File: config.mk
export PLATFORM = sky130hd
export DESIGN_NAME = ext_irq_ctrl
export DESIGN_NICKNAME = d
export VERILOG_FILES = /design/src/rtl/ext_irq_pkg.sv /design/src/rtl/eirq_gateway.sv /design/src/rtl/eirq_arbiter.sv /design/src/rtl/ext_irq_ctrl.sv
export SDC_FILE = /design/constraint.sdc
export NUM_CORES = 1
export LEC_CHECK = 0
export BUFFER_PORTS_ARGS = -buffer_cell sky130_fd_sc_hd__buf_2
export CORE_UTILIZATION = 50
export CTS_BUF_LIST = sky130_fd_sc_hd__clkbuf_4 sky130_fd_sc_hd__clkbuf_8
export DETAILED_ROUTE_END_ITERATION = 8
export GPL_ROUTABILITY_DRIVEN = 1
export MAX_ROUTING_LAYER = met4
export PLACE_DENSITY = 0.76
export SKIP_CTS_REPAIR_TIMING = 1
export SKIP_LAST_GASP = 1
export SYNTH_ARGS = -nofsm -noshare
export SYNTH_HDL_FRONTEND = slang
export SYNTH_SLANG_ARGS = --single-unit
File: constraint.sdc
create_clock -name clk -period 3.65 [get_ports clk]
set_input_delay 0.365 -clock clk [delete_from_list [all_inputs] [get_ports clk]]
set_output_delay 0.365 -clock clk [all_outputs]
set_load 0.03 [all_outputs]
File: src/rtl/ext_irq_pkg.sv
package ext_irq_pkg;
  localparam int PRIO_W = 4;

  typedef enum logic [2:0] {
    RG_PRIO  = 3'd0,
    RG_EN    = 3'd1,
    RG_GWCTL = 3'd2,
    RG_GWCLR = 3'd3,
    RG_PEND  = 3'd4,
    RG_CFG   = 3'd5
  } region_e;

  typedef enum logic [2:0] {
    CS_VBASE = 3'd0,
    CS_THR   = 3'd1,
    CS_CAPT  = 3'd2,
    CS_CPRIO = 3'd3,
    CS_CUR   = 3'd4,
    CS_HAP   = 3'd5
  } csr_e;

  // Map a raw priority onto an urgency where a larger value always wins.
  function automatic logic [PRIO_W-1:0] urgency(logic [PRIO_W-1:0] p, logic rev);
    return rev ? ~p : p;
  endfunction
endpackage

File: src/rtl/eirq_gateway.sv
module eirq_gateway (
  input  logic clk,
  input  logic rst_n,
  input  logic src_i,
  input  logic pol_i,
  input  logic edge_i,
  input  logic clr_i,
  output logic pend_o
);
  logic act, rise;
  logic prev_q, prev_d;
  logic sticky_q, sticky_d;

  always_comb begin
    act      = src_i ^ pol_i;
    rise     = edge_i && act && !prev_q;
    prev_d   = act;
    sticky_d = sticky_q;
    if (clr_i) sticky_d = 1'b0;
    if (rise)  sticky_d = 1'b1;
  end

  always_ff @(posedge clk or negedge rst_n) begin
    if (!rst_n) begin
      prev_q   <= 1'b0;
      sticky_q <= 1'b0;
    end else begin
      prev_q   <= prev_d;
      sticky_q <= sticky_d;
    end
  end

  assign pend_o = edge_i ? sticky_q : act;


  edge_hold_chk: assert property (@(posedge clk) disable iff (!rst_n)
    (edge_i && pend_o && !clr_i) |=> (pend_o || !edge_i));
endmodule

File: src/rtl/eirq_arbiter.sv
module eirq_arbiter
  import ext_irq_pkg::*;
#(
  parameter int NUM_SRC = 8,
  parameter int ID_W    = 4
) (
  input  logic [NUM_SRC:1]          cand_i,
  input  logic [NUM_SRC*PRIO_W-1:0] prio_i,
  input  logic                      rev_i,
  output logic [ID_W-1:0]           best_id_o,
  output logic [PRIO_W-1:0]         best_urg_o,
  output logic [PRIO_W-1:0]         best_prio_o
);
  logic [PRIO_W-1:0] p, u;

  always_comb begin
    best_id_o   = '0;
    best_urg_o  = '0;
    best_prio_o = '0;
    p = '0;
    u = '0;
    for (int k = 1; k <= NUM_SRC; k++) begin
      p = prio_i[(k-1)*PRIO_W +: PRIO_W];
      u = urgency(p, rev_i);
      // Strict compare in ascending order keeps the lowest ID on ties.
      if (cand_i[k] && (u > best_urg_o)) begin
        best_id_o   = ID_W'(k);
        best_urg_o  = u;
        best_prio_o = p;
      end
    end
  end
endmodule

File: src/rtl/ext_irq_ctrl.sv
module ext_irq_ctrl
  import ext_irq_pkg::*;
#(
  parameter int NUM_SRC = 8,
  parameter int ADDR_W  = 15
) (
  input  logic              clk,
  input  logic              rst_n,
  input  logic [NUM_SRC:1]  irq_src,
  input  logic              bus_we,
  input  logic [ADDR_W-1:0] bus_addr,
  input  logic [31:0]       bus_wdata,
  output logic [31:0]       bus_rdata,
  input  logic              csr_we,
  input  logic [2:0]        csr_sel,
  input  logic [31:0]       csr_wdata,
  output logic [31:0]       csr_rdata,
  output logic              irq_o
);
  localparam int ID_W       = $clog2(NUM_SRC + 1);
  localparam int PEND_WORDS = (NUM_SRC + 32) / 32;
  localparam int IDX_W      = ADDR_W - 5;
  localparam int VB_W       = 22;

  // Reset: asserted asynchronously, released on the clock.
  logic [1:0] rs_q;
  logic       rst_core_n;
  always_ff @(posedge clk or negedge rst_n) begin
    if (!rst_n) rs_q <= 2'b00;
    else        rs_q <= {rs_q[0], 1'b1};
  end
  assign rst_core_n = rs_q[1];

  region_e          region;
  logic [IDX_W-1:0] idx;
  assign region = region_e'(bus_addr[ADDR_W-1 -: 3]);
  assign idx    = bus_addr[ADDR_W-4:2];

  logic [PRIO_W-1:0] prio_q [1:NUM_SRC];
  logic [PRIO_W-1:0] prio_d [1:NUM_SRC];
  logic [NUM_SRC:1]  en_q, en_d, pol_q, pol_d, edge_q, edge_d, clr_hit, pend, cand;
  logic              rev_q, rev_d, irq_q, irq_d, capt;
  logic [PRIO_W-1:0] thr_q, thr_d, cur_q, cur_d, cprio_q, cprio_d;
  logic [VB_W-1:0]   vbase_q, vbase_d;
  logic [ID_W-1:0]   cid_q, cid_d, best_id;
  logic [PRIO_W-1:0] best_urg, best_prio;
  logic [NUM_SRC*PRIO_W-1:0] prio_flat;
  logic [PEND_WORDS*32-1:0]  pend_map;
  logic [7:0]        hap_id;
  logic              unused_bits;

  assign unused_bits = ^{bus_addr[1:0], bus_wdata[9:4], csr_wdata[9:4]};

  for (genvar k = 1; k <= NUM_SRC; k++) begin : g_src
    assign prio_flat[(k-1)*PRIO_W +: PRIO_W] = prio_q[k];
    assign clr_hit[k] = bus_we && (region == RG_GWCLR) && (int'(idx) == k);
    eirq_gateway u_gw (
      .clk    (clk),
      .rst_n  (rst_core_n),
      .src_i  (irq_src[k]),
      .pol_i  (pol_q[k]),
      .edge_i (edge_q[k]),
      .clr_i  (clr_hit[k]),
      .pend_o (pend[k])
    );
  end

  assign cand = pend & en_q;

  eirq_arbiter #(.NUM_SRC(NUM_SRC), .ID_W(ID_W)) u_arb (
    .cand_i      (cand),
    .prio_i      (prio_flat),
    .rev_i       (rev_q),
    .best_id_o   (best_id),
    .best_urg_o  (best_urg),
    .best_prio_o (best_prio)
  );

  // Next-state logic
  always_comb begin
    prio_d  = prio_q;
    en_d    = en_q;
    pol_d   = pol_q;
    edge_d  = edge_q;
    rev_d   = rev_q;
    thr_d   = thr_q;
    cur_d   = cur_q;
    vbase_d = vbase_q;
    cid_d   = cid_q;
    cprio_d = cprio_q;
    capt    = csr_we && (csr_sel == CS_CAPT);
    for (int k = 1; k <= NUM_SRC; k++) begin
      if (bus_we && (int'(idx) == k)) begin
        if (region == RG_PRIO) prio_d[k] = bus_wdata[PRIO_W-1:0];
        if (region == RG_EN)   en_d[k]   = bus_wdata[0];
        if (region == RG_GWCTL) begin
          pol_d[k]  = bus_wdata[0];
          edge_d[k] = bus_wdata[1];
        end
      end
    end
    if (bus_we && (region == RG_CFG) && (idx == '0)) rev_d = bus_wdata[0];
    if (csr_we && (csr_sel == CS_VBASE)) vbase_d = csr_wdata[31:10];
    if (csr_we && (csr_sel == CS_THR))   thr_d   = csr_wdata[PRIO_W-1:0];
    if (csr_we && (csr_sel == CS_CUR))   cur_d   = csr_wdata[PRIO_W-1:0];
    if (capt) begin
      cid_d   = best_id;
      cprio_d = best_prio;
    end
    irq_d = (best_urg > urgency(thr_q, rev_q)) && (best_urg > urgency(cur_q, rev_q));
  end

  // State registers
  always_ff @(posedge clk or negedge rst_core_n) begin
    if (!rst_core_n) begin
      for (int k = 1; k <= NUM_SRC; k++) prio_q[k] <= '0;
      en_q    <= '0;
      pol_q   <= '0;
      edge_q  <= '0;
      rev_q   <= 1'b0;
      thr_q   <= '0;
      cur_q   <= '0;
      vbase_q <= '0;
      cid_q   <= '0;
      cprio_q <= '0;
      irq_q   <= 1'b0;
    end else begin
      prio_q  <= prio_d;
      en_q    <= en_d;
      pol_q   <= pol_d;
      edge_q  <= edge_d;
      rev_q   <= rev_d;
      thr_q   <= thr_d;
      cur_q   <= cur_d;
      vbase_q <= vbase_d;
      cid_q   <= cid_d;
      cprio_q <= cprio_d;
      irq_q   <= irq_d;
    end
  end

  assign irq_o = irq_q;

  // Read paths
  always_comb begin
    pend_map = '0;
    for (int k = 1; k <= NUM_SRC; k++) pend_map[k] = pend[k];
    bus_rdata = '0;
    case (region)
      RG_PRIO:  for (int k = 1; k <= NUM_SRC; k++)
                  if (int'(idx) == k) bus_rdata = {{(32-PRIO_W){1'b0}}, prio_q[k]};
      RG_EN:    for (int k = 1; k <= NUM_SRC; k++)
                  if (int'(idx) == k) bus_rdata = {31'b0, en_q[k]};
      RG_GWCTL: for (int k = 1; k <= NUM_SRC; k++)
                  if (int'(idx) == k) bus_rdata = {30'b0, edge_q[k], pol_q[k]};
      RG_PEND:  for (int w = 0; w < PEND_WORDS; w++)
                  if (int'(idx) == w) bus_rdata = pend_map[w*32 +: 32];
      RG_CFG:   if (idx == '0) bus_rdata = {31'b0, rev_q};
      default:  bus_rdata = '0;
    endcase
  end

  always_comb begin
    hap_id = '0;
    hap_id[ID_W-1:0] = cid_q;
    case (csr_sel)
      CS_VBASE: csr_rdata = {vbase_q, 10'b0};
      CS_THR:   csr_rdata = {{(32-PRIO_W){1'b0}}, thr_q};
      CS_CPRIO: csr_rdata = {{(32-PRIO_W){1'b0}}, cprio_q};
      CS_CUR:   csr_rdata = {{(32-PRIO_W){1'b0}}, cur_q};
      CS_HAP:   csr_rdata = {vbase_q, hap_id, 2'b00};
      default:  csr_rdata = '0;
    endcase
  end


  win_valid_chk: assert property (@(posedge clk) disable iff (!rst_core_n)
    (best_id != '0) |-> {cand, 1'b0}[best_id]);

  irq_cause_chk: assert property (@(posedge clk) disable iff (!rst_core_n)
    irq_o |-> ($past(best_id) != '0));

  capture_chk: assert property (@(posedge clk) disable iff (!rst_core_n)
    capt |=> (cid_q == $past(best_id)));

  claim_zero_chk: assert property (@(posedge clk) disable iff (!rst_core_n)
    (capt && (best_id == '0)) |=> (cprio_q == '0));
endmodule

Word-level counts from Yosys, hierarchy flattened
Cells that the tools add are included.

cells by class
  order comparisons = 10
  equal/unequal tests = 18
  multiplexer cells = 86
  bitwise logic cells = 19
  reduce and logical (&&, ||, !) cells = 92

operators by type and width
  cell                                                   number
  2-to-1 mux 32 bit                                      21
  one-hot mux 32 bit (5 select lines)                    2
  2-to-1 mux 4 bit                                       28
  logical AND 1 bit                                      48
  AND reduction 2 bit                                    24
  equality test 10 x 4 -> 1 bit (second input constant)  4
  inverter 4 bit                                         10
  > comparator 4 bit                                     9
  2-to-1 mux 1 bit                                       27
  equality test 10 x 3 -> 1 bit (second input constant)  2
  logical NOT 10 bit                                     2
  nonzero test 2 bit                                     8
  equality test 3 x 2 -> 1 bit (second input constant)   4
  equality test 3 bit (second input constant)            4
  2-to-1 mux 3 bit                                       4
  equality test 10 x 2 -> 1 bit (second input constant)  1
  equality test 10 x 5 -> 1 bit (second input constant)  1
  2-to-1 mux 9 bit                                       1
  bitwise AND 8 bit                                      1
  logical NOT 1 bit                                      8
  XOR 1 bit                                              8
  equality test 3 x 1 -> 1 bit (second input constant)   2
  logical NOT 3 bit                                      2
  2-to-1 mux 2 bit                                       3
  > comparator 4 x 1 -> 1 bit (second input constant)    1

storage, ports and cells
  register bits = 114
  input port bits = 94
  output and inout port bits = 65
  word-level logic and storage cells = 281

Depth between registers and ports, before layout
Gate-level depths: netlist of run 1.

  depth after elaboration = 28
  mapped depth = 72
  mapped depth without buffers = 61

Hierarchy
From an unflattened synthesis of run 1, not the netlist that was laid out.

unflattened totals
  cells, all modules = 912
  area, all modules = 8752.1 µm²

by module, submodules not included
  module        instances  cells an instance  area an instance (µm²)  seq. area each (µm²)
  ext_irq_ctrl  1          499                5525.3                  2452.4
  eirq_arbiter  1          357                2516.2                  0.0
  eirq_gateway  8          7                  88.8                    50.0

Least setup slack after synthesis of run 1
No wires, ideal clock.

  kind = register to register
  start point = reg rev_q
  end point = reg irq_q (netlist: irq_o)
  setup time = 0.120 ns
  arrival time = 13.654 ns
  required time = 3.530 ns
  slack = -10.124 ns
  stages on the path, launching flop included = 69
  buffers on the path = 11
  clock period less this slack = 13.774 ns
  path through = dfrtp_1 -> buf_2 -> buf_2 -> buf_1 -> buf_1 -> clkbuf_1 -> xor2_1 -> nand2_1 -> ha_1 -> nand4_1 -> o2111ai_1 -> a21oi_4 -> buf_2 -> nand2_1 -> o21ai_0 -> inv_1 -> ha_1 -> o21ai_1 -> (+33 left out) -> a21o_1 -> nor2_1 -> a211oi_2 -> buf_2 -> nor2_1 -> a21o_1 -> ha_1 -> and3_1 -> nor2_1 -> nand2_1 -> a311oi_1 -> o21a_1 -> o21ai_1 -> ha_1 -> nand3_1 -> o22ai_1 -> mux2i_1 -> and3_1

between the ends
  cells in the longest elaborated chain, start to end = 27
  elaborated cells between the ends (all ways) = 37
  classes of those cells = order compare (10); mux (18); reduce/logical (9)

RTL lines
  what                         line                 source
  start: declaration           ext_irq_ctrl.sv:42   logic rev_q, rev_d, irq_q, irq_d, capt;
  start signal: assignment     ext_irq_ctrl.sv:132  rev_q <= rev_d;
  2-to-1 mux 4 bit             ext_irq_pkg.sv:24    return rev ? ~p : p;
  > comparator 4 x 1 -> 1 bit  eirq_arbiter.sv:26   if (cand_i[k] && (u > best_urg_o)) begin
  logical AND 1 bit            eirq_arbiter.sv:26
  2-to-1 mux 4 bit             eirq_arbiter.sv:26
  > comparator 4 bit           eirq_arbiter.sv:26
  logical AND 1 bit            eirq_arbiter.sv:26
  2-to-1 mux 4 bit             eirq_arbiter.sv:26
  > comparator 4 bit           eirq_arbiter.sv:26
  (+12 left out)               -
  logical AND 1 bit            eirq_arbiter.sv:26
  2-to-1 mux 4 bit             eirq_arbiter.sv:26
  > comparator 4 bit           eirq_arbiter.sv:26
  logical AND 1 bit            eirq_arbiter.sv:26
  2-to-1 mux 4 bit             eirq_arbiter.sv:26
  > comparator 4 bit           ext_irq_ctrl.sv:110  irq_d = (best_urg > urgency(thr_q, rev_q)) && (best_urg > urgency(cur_q, rev_q));
  logical AND 1 bit *          ext_irq_ctrl.sv:110
  via irq_d                    ext_irq_ctrl.sv:42
  end signal: assignment       ext_irq_ctrl.sv:138  irq_q <= irq_d;
  end: declaration             ext_irq_ctrl.sv:42

Mark *: on every way through the listed nets, which the timed path passes. The rest lies on a longest branch.
A chain may end at the register's enable or synchronous reset.

Worst setup path in the final report of run 1
  start point = reg pol_q[1] in the netlist's numbering
  end point = reg irq_q (netlist: irq_o)

between the ends
  cells in the longest elaborated chain, start to end = 28
  elaborated cells between the ends (all ways) = 29
  classes of those cells = order compare (9); mux (9); bitwise (2); reduce/logical (9)

RTL lines
  what                      line                 source
  start: declaration        ext_irq_ctrl.sv:41   logic [NUM_SRC:1] en_q, en_d, pol_q, pol_d, edge_q, edge_d, clr_hit, pend, cand;
  start signal: assignment  ext_irq_ctrl.sv:130  pol_q <= pol_d;
  XOR 1 bit *               eirq_gateway.sv:15   act = src_i ^ pol_i;
  via g_src[1].u_gw.act     eirq_gateway.sv:10   logic act, rise;
  2-to-1 mux 1 bit *        eirq_gateway.sv:33   assign pend_o = edge_i ? sticky_q : act;
  bitwise AND 8 bit *       ext_irq_ctrl.sv:68   assign cand = pend & en_q;
  logical AND 1 bit *       eirq_arbiter.sv:26
  2-to-1 mux 4 bit *        eirq_arbiter.sv:26
  > comparator 4 bit        eirq_arbiter.sv:26
  logical AND 1 bit         eirq_arbiter.sv:26
  (+14 left out)            -
  logical AND 1 bit         eirq_arbiter.sv:26
  2-to-1 mux 4 bit *        eirq_arbiter.sv:26
  > comparator 4 bit        eirq_arbiter.sv:26
  logical AND 1 bit         eirq_arbiter.sv:26
  2-to-1 mux 4 bit *        eirq_arbiter.sv:26
  > comparator 4 bit        ext_irq_ctrl.sv:110
  logical AND 1 bit *       ext_irq_ctrl.sv:110
  via irq_d                 ext_irq_ctrl.sv:42

Marks and branches as above.

==> impl_metrics.py, run 1 <==
metrics = {
    "clock_network": {
        "cts_made_buffers": 17,
        "clk_latency_ps": 440,
        "clk_path_buf_depth": 2,
        "ctsRootBufferMaster": "clkbuf_8",
        "cts_max_level": 4,
        "clk_pin_slew_ps": 80,
        "cts_tree": "done",
        "clock_sinks": 114,
    },
    "floorplanning": {
        "core_area_um2": 15900,
        "die_y_um": 130,
        "rows": 46,
        "io-pin-count": 159,
        "die_w_um": 130,
        "dieArea_um2": 16900,
        "start_util": 0.513,
    },
    "place": {
        "detailedPlace.worstSlack_ps": -8020,
        "gp_congestion": 0.895,
        "port_buffers": 95,
        "hpwl_mm": 16.5,
        "postPlaceCellArea_um2": 10100,
    },
    "worst_setup_path": {
        "critPathLaunchType": "flop",
        "worst-setup-path-type": "reg -> reg",
        "cp_slowest_cell": "o311a_4",
        "crit_top_cell": "ha_4",
        "end_kind": "flop",
        "critPathArrivalTime_ps": 11800,
        "crit_required_ps": 3990,
        "crit_path_max_fanout": 6,
        "slowest_delay_ps": 420,
    },
    "global_routing": {
        "grt_pass1_wl_mm": 35.3,
        "grt_max_degree": 60,
        "grt_pass1_vias": 7120,
        "gr-total-overflow": 0,
        "grt_antenna_before_repair": 0,
        "grt_use_total": 0.276,
    },
    "yosys": {
        "syn_inst": 849,
        "postSynth.asyncResetShare": 1.00,
        "ys_seq_elements": 114,
        "synth_warnings": 0,
        "syn_area_um2": 8170,
        "ys_seq_area_frac": 0.349,
        "ys.flop_type": "dfrtp_1",
        "yosys-top-cells-count": "dfrtp_1 (114), mux2_2 (110), nand2_1 (87)",
        "synth.largest_area_cell": "dfrtp_1",
        "syn_avg_cell_area_um2": 9.63,
        "synth_cell_types": 83,
        "netlist_top_cells_area": "dfrtp_1 (35%), mux2_2 (15%), nand2_1 (4.0%), ha_1 (3.7%), xor2_1 (3.6%)",
        "yosys.area.top_type_share": 0.349,
        "synth_most_common_cell": "dfrtp_1",
        "synth_enable_flop_cells": 0,
    },
    "drt": {
        "vias": 7604,
        "drc": 0,
        "drtIter0Drc": 545,
        "routed.top_layer": "met4",
        "routed_wl_mm": 23.5,
        "drtAntennaViolNets": 0,
        "first_pass_iters": 6,
        "wl_met2_mm": 11.4,
        "met1_length_mm": 9.93,
        "wire_per_inst_um": 17.6,
        "wl_met3_mm": 1.42,
        "vias_per_cell": 5.70,
    },
    "power": {
        "ir_worst_vdd_mv": 0.395,
        "p_leak_nw": 5.39,
        "p_per_area_nw_per_um2": 261,
    },
    "timing": {
        "finalCriticalPeriod_ps": 11450,
        "setup_ws_ps": -7800,
        "fin_setup_tns_ps": -65230,
        "finalHoldViolations": 0,
        "slew_headroom": 0.305,
        "fmax_mhz": 87.3,
        "worstMarginPinSlew_ps": 1040,
        "grt_setup_unrepaired": "true",
        "setup_viol_count_final": 9,
        "finalCritPeriodShare": 3.14,
        "fin_skew_ps": 14.6,
        "maxSlewViolCount": 0,
    },
    "final_layout": {
        "layout-drive-gt1-share": 0.462,
        "nets": 1223,
        "syn_to_final_growth_pct": 34.4,
        "n_antenna_cell": 0,
        "design_area_um2": 11000,
    },
    "run_status": {
        "status": "finished, violations left",
        "failed_checks": "negative setup slack",
    },
    "hold_path": {
        "hold_class": "in -> reg",
    },
    "flow_run": {
        "maxCapViolations": 0,
    },
}
metal layers:
layer,GRT usage,up-vias
met3,0.0344,77
li1,-,3514
met1,0.360,3663
met2,0.439,350
met5,-,-
met4,0.105,0
through the flow:
stage	util	cells	hold slack [ps]	power [W]
floorplan	-	875	69.4	0.00173
global placement	0.636	1288	150	0.00183
detailed placement	0.636	1288	154	0.00184
CTS	0.658	1320	-318	0.00286
global route	0.689	1334	135	0.00298
finish	0.689	1334	137	0.00287
final cells by class:
cell class / instances / area, um2
Clock buffer: 17 / 234
Timing Repair Buffer: 283 / 1910
Sequential cell: 114 / 2860
Fill cell: 1142 / 4960
Clock inverter: 15 / 110
Tap cell: 216 / 270
Multi-Input combinational cell: 665 / 5510
Inverter: 24 / 90.1
path summary, 6_finish.rpt:
kind	start	end	slack, ps	depth (start not counted)
max	pol_q[1]	irq_o	-7800	60
min	csr_wdata[1]	cur_q[1]	140	3
max reg2reg	pol_q[1]	irq_o	-7800	60
min reg2reg	rs_q[0]	rs_q[1]	360	0
max in group asynchronous	rs_q[1]	prio_flat[20]	2500	1
min in group asynchronous	rst_n	rs_q[0]	230	2
cell families (layout without fill, tap and decap cells):
group	Yosys count	count (layout)	synth area share
AO/OA/AOI/OAI	170	170	0.149
XOR/XNOR	55	55	0.0617
adder cells (fa/ha/maj)	26	26	0.0392
buffers and inverters	96	339	0.0588
flip-flops	114	114	0.349
multiplexers	140	140	0.190
other	2	28	0.000919
AND/OR/NAND/NOR	246	246	0.151
registers in the layout, indices dropped and copies added, names as in the netlist, 2 cells and up:
register,flops
g_src.u_gw.sticky_q,8
vbase_q,22
cprio_q,4
cid_q,4
thr_q,4
rs_q,2
edge_q,8
g_src.u_gw.prev_q,8
cur_q,4
prio_flat,32
en_q,8
pol_q,8
power by group:
part	internal, W	switching, W	total (W)
clock	0.000471	0.000563	0.00103
sequential	0.00134	0.0000596	0.00140
combinational	0.000176	0.000253	0.000429
total	0.00199	0.000875	0.00287
cell usage in the layout, fill, tap and decap left out, types with 7 or more instances in the layout:
master    count
xor2_1       33
o21ai_0      34
nand3_1      11
nor2_1       38
clkbuf_8     17
nand2b_1     10
and3_1       10
dfrtp_1     112
o21ai_1       8
nand3b_1      7
nor2b_1       7
buf_4       183
mux2i_1      24
buf_2        95
ha_1         14
and2_1       28
nand2_1      80
a21oi_1      20
mux2_2      108
a22oi_1       9
inv_1        22
xnor2_1      17
ha_4         10
conb_1       28
worst max-delay path: cells and delay by family (launching register included):
family / cells / cell delay [ps]
and+or+nand+nor: 20 / 2770
adders and majority gates: 8 / 2020
DFF: 1 / 410
xor gates and xnor gates: 1 / 180
muxes: 4 / 850
buffers and inverters: 3 / 480
AOI/OAI and AO/OA: 24 / 4610
Power figures use the tool's default switching activity.
==> run 2, diff against run 1 <==
CORE_MARGIN = 5   (was default)
CORE_UTILIZATION = 43   (was 50)
PLACE_DENSITY = 0.67   (was 0.76)
==> run 2 against run 1 <==
Cell count up 0.82%. Die area rose by 30%. Via count decreased by 4.5%. Maximum frequency rose by 2.2%. Power is 11% higher. Largest power group unchanged. Sequential cell count unchanged. Combinational power rose by 6.1%. Hold slack gained 11 ps. Critical path depth is 3 lower. Global-route usage down 6.6 points. Largest cell class unchanged. The run still ends with negative setup slack left.
==> impl_metrics.py, run 2 (synthesis gave the netlist of run 1 again) <==
metrics = {
    "timing": {
        "setup_viol_count_final": 9,
        "fin_hold_ws_ps": 148,
        "finalHoldViolations": 0,
        "fmax_mhz": 89.2,
        "finalCriticalPeriod_ps": 11210,
        "maxSlewViolCount": 0,
        "slew_headroom": 0.390,
        "fin_skew_ps": 15.4,
        "grt_setup_unrepaired": "true",
        "finalCritPeriodShare": 3.07,
        "worstMarginPinSlew_ps": 915,
        "setup_ws_ps": -7560,
    },
    "drt": {
        "vias": 7261,
        "routed_wl_mm": 23.1,
        "routed.top_layer": "met4",
        "first_pass_iters": 5,
        "met1_length_mm": 10.3,
        "drtIter0Drc": 563,
        "drtAntennaViolNets": 0,
        "wl_met3_mm": 1.06,
        "wl_met2_mm": 11.3,
        "vias_per_cell": 5.40,
        "drc": 0,
        "wire_per_inst_um": 17.2,
    },
    "worst_setup_path": {
        "r2r_start": "pol_q[1]",
        "r2r-end": "irq_o",
        "r2r_cells": 57,
        "critPathArrivalTime_ps": 11590,
        "crit_top_cell": "ha_4",
        "r2r_slack_ps": -7560,
        "crit_required_ps": 4030,
        "slowest_delay_ps": 420,
        "critPathLaunchType": "flop",
        "cp_slowest_cell": "dfrtp_1",
        "end_kind": "flop",
        "worst-setup-path-type": "reg -> reg",
        "crit_path_max_fanout": 6,
    },
    "clock_network": {
        "clk_pin_slew_ps": 80,
        "ctsRootBufferMaster": "clkbuf_8",
        "clk_path_buf_depth": 2,
        "cts_tree": "done",
        "clk_latency_ps": 440,
        "cts_made_buffers": 17,
        "cts_max_level": 4,
        "clock_sinks": 114,
    },
    "floorplanning": {
        "die_y_um": 148,
        "io-pin-count": 159,
        "rows": 50,
        "die_w_um": 148,
        "dieArea_um2": 21900,
        "start_util": 0.437,
        "core_area_um2": 18700,
    },
    "power": {
        "p_per_area_nw_per_um2": 289,
        "p_leak_nw": 5.37,
        "ir_worst_vdd_mv": 0.333,
    },
    "global_routing": {
        "grt_antenna_before_repair": 0,
        "grt_pass1_vias": 7284,
        "grt_use_total": 0.210,
        "gr-total-overflow": 0,
        "grt_max_degree": 71,
        "grt_pass1_wl_mm": 36.5,
    },
    "run_status": {
        "failed_checks": "negative setup slack",
        "status": "finished, violations left",
    },
    "final_layout": {
        "nets": 1216,
        "layout-drive-gt1-share": 0.453,
        "final_cell_mix": "buf_4 (175), dfrtp_1 (112), mux2_2 (109), buf_2 (95), nand2_1 (81)",
        "syn_to_final_growth_pct": 34.9,
        "final_util": 0.589,
        "final_common_cell": "buf_4",
        "n_antenna_cell": 0,
        "largest_reg_flops": 32,
    },
    "hold_path": {
        "hold_depth": 3,
        "hold_start": "csr_wdata[1]",
        "worst_hold_path.endpoint": "cur_q[1]",
        "hold_class": "in -> reg",
    },
    "flow_run": {
        "maxCapViolations": 0,
    },
    "place": {
        "hpwl_mm": 17.3,
        "gp_congestion": 0.893,
        "port_buffers": 95,
    },
}
[run 2: changes by cell type in the layout (fill, tap and decap cells not counted), moves of 4 or more]
cell | previous run | this run
buf_4 | 183 | 175
bufinv_16 | 0 | 4
clkinvlp_4 | 5 | 1
clkinv_2 | 4 | 0
[run 2: how the worst max path moves through the flow]
stage               slack [ps]  cells past startpoint     to        from
floorplan                -8210                     66  irq_o       rev_q
global placement         -7510                     58  irq_o  irq_src[1]
detailed placement       -7900                     57  irq_o  irq_src[1]
CTS                      -7880                     56  irq_o    pol_q[1]
global route             -8060                     57  irq_o    pol_q[1]
finish                   -7560                     57  irq_o    pol_q[1]
[run 2: power by group]
part	internal, W	total (W)	switching [W]
logic	0.000189	0.000455	0.000266
registers	0.00134	0.00141	0.0000614
clock network	0.000792	0.00133	0.000536
total	0.00233	0.00319	0.000864
[run 2: cell type report]
type | count | area (um2)
Fill cell | 1547 | 7680
Inverter | 24 | 90.1
Sequential cell | 114 | 2860
Tap cell | 234 | 293
Clock inverter | 11 | 180
Clock buffer | 21 | 270
Multi-Input combinational cell | 665 | 5480
Timing Repair Buffer | 276 | 1860
[run 2: metrics by stage]
step	total power, W	setup slack [ps]	TNS (ps)	instances	instance area, um2
2_1_floorplan	0.00173	-8210	-67800	875	8540
3_3_place_gp	0.00184	-7510	-62630	1301	10100
3_5_place_dp	0.00185	-7900	-65390	1301	10100
4_1_cts	0.00317	-7880	-65300	1333	10600
5_1_grt	0.00332	-8060	-67440	1345	11000
6_report	0.00319	-7560	-62930	1345	11000
[run 2: layer usage]
layer | track usage | up-vias
li1 | - | 3503
met1 | 0.276 | 3475
met2 | 0.341 | 235
met3 | 0.0264 | 48
met4 | 0.0633 | 0
met5 | - | -
[run 2: critical path, delay by kind of cell (launching register included)]
| family | cells | cell delay, ps |
|---|---|---|
| mux | 4 | 930 |
| xor+xnor | 2 | 360 |
| fa+ha+maj | 8 | 2060 |
| simple gates | 17 | 2410 |
| flops | 1 | 420 |
| compound gates | 22 | 4360 |
| buf+inv | 4 | 620 |
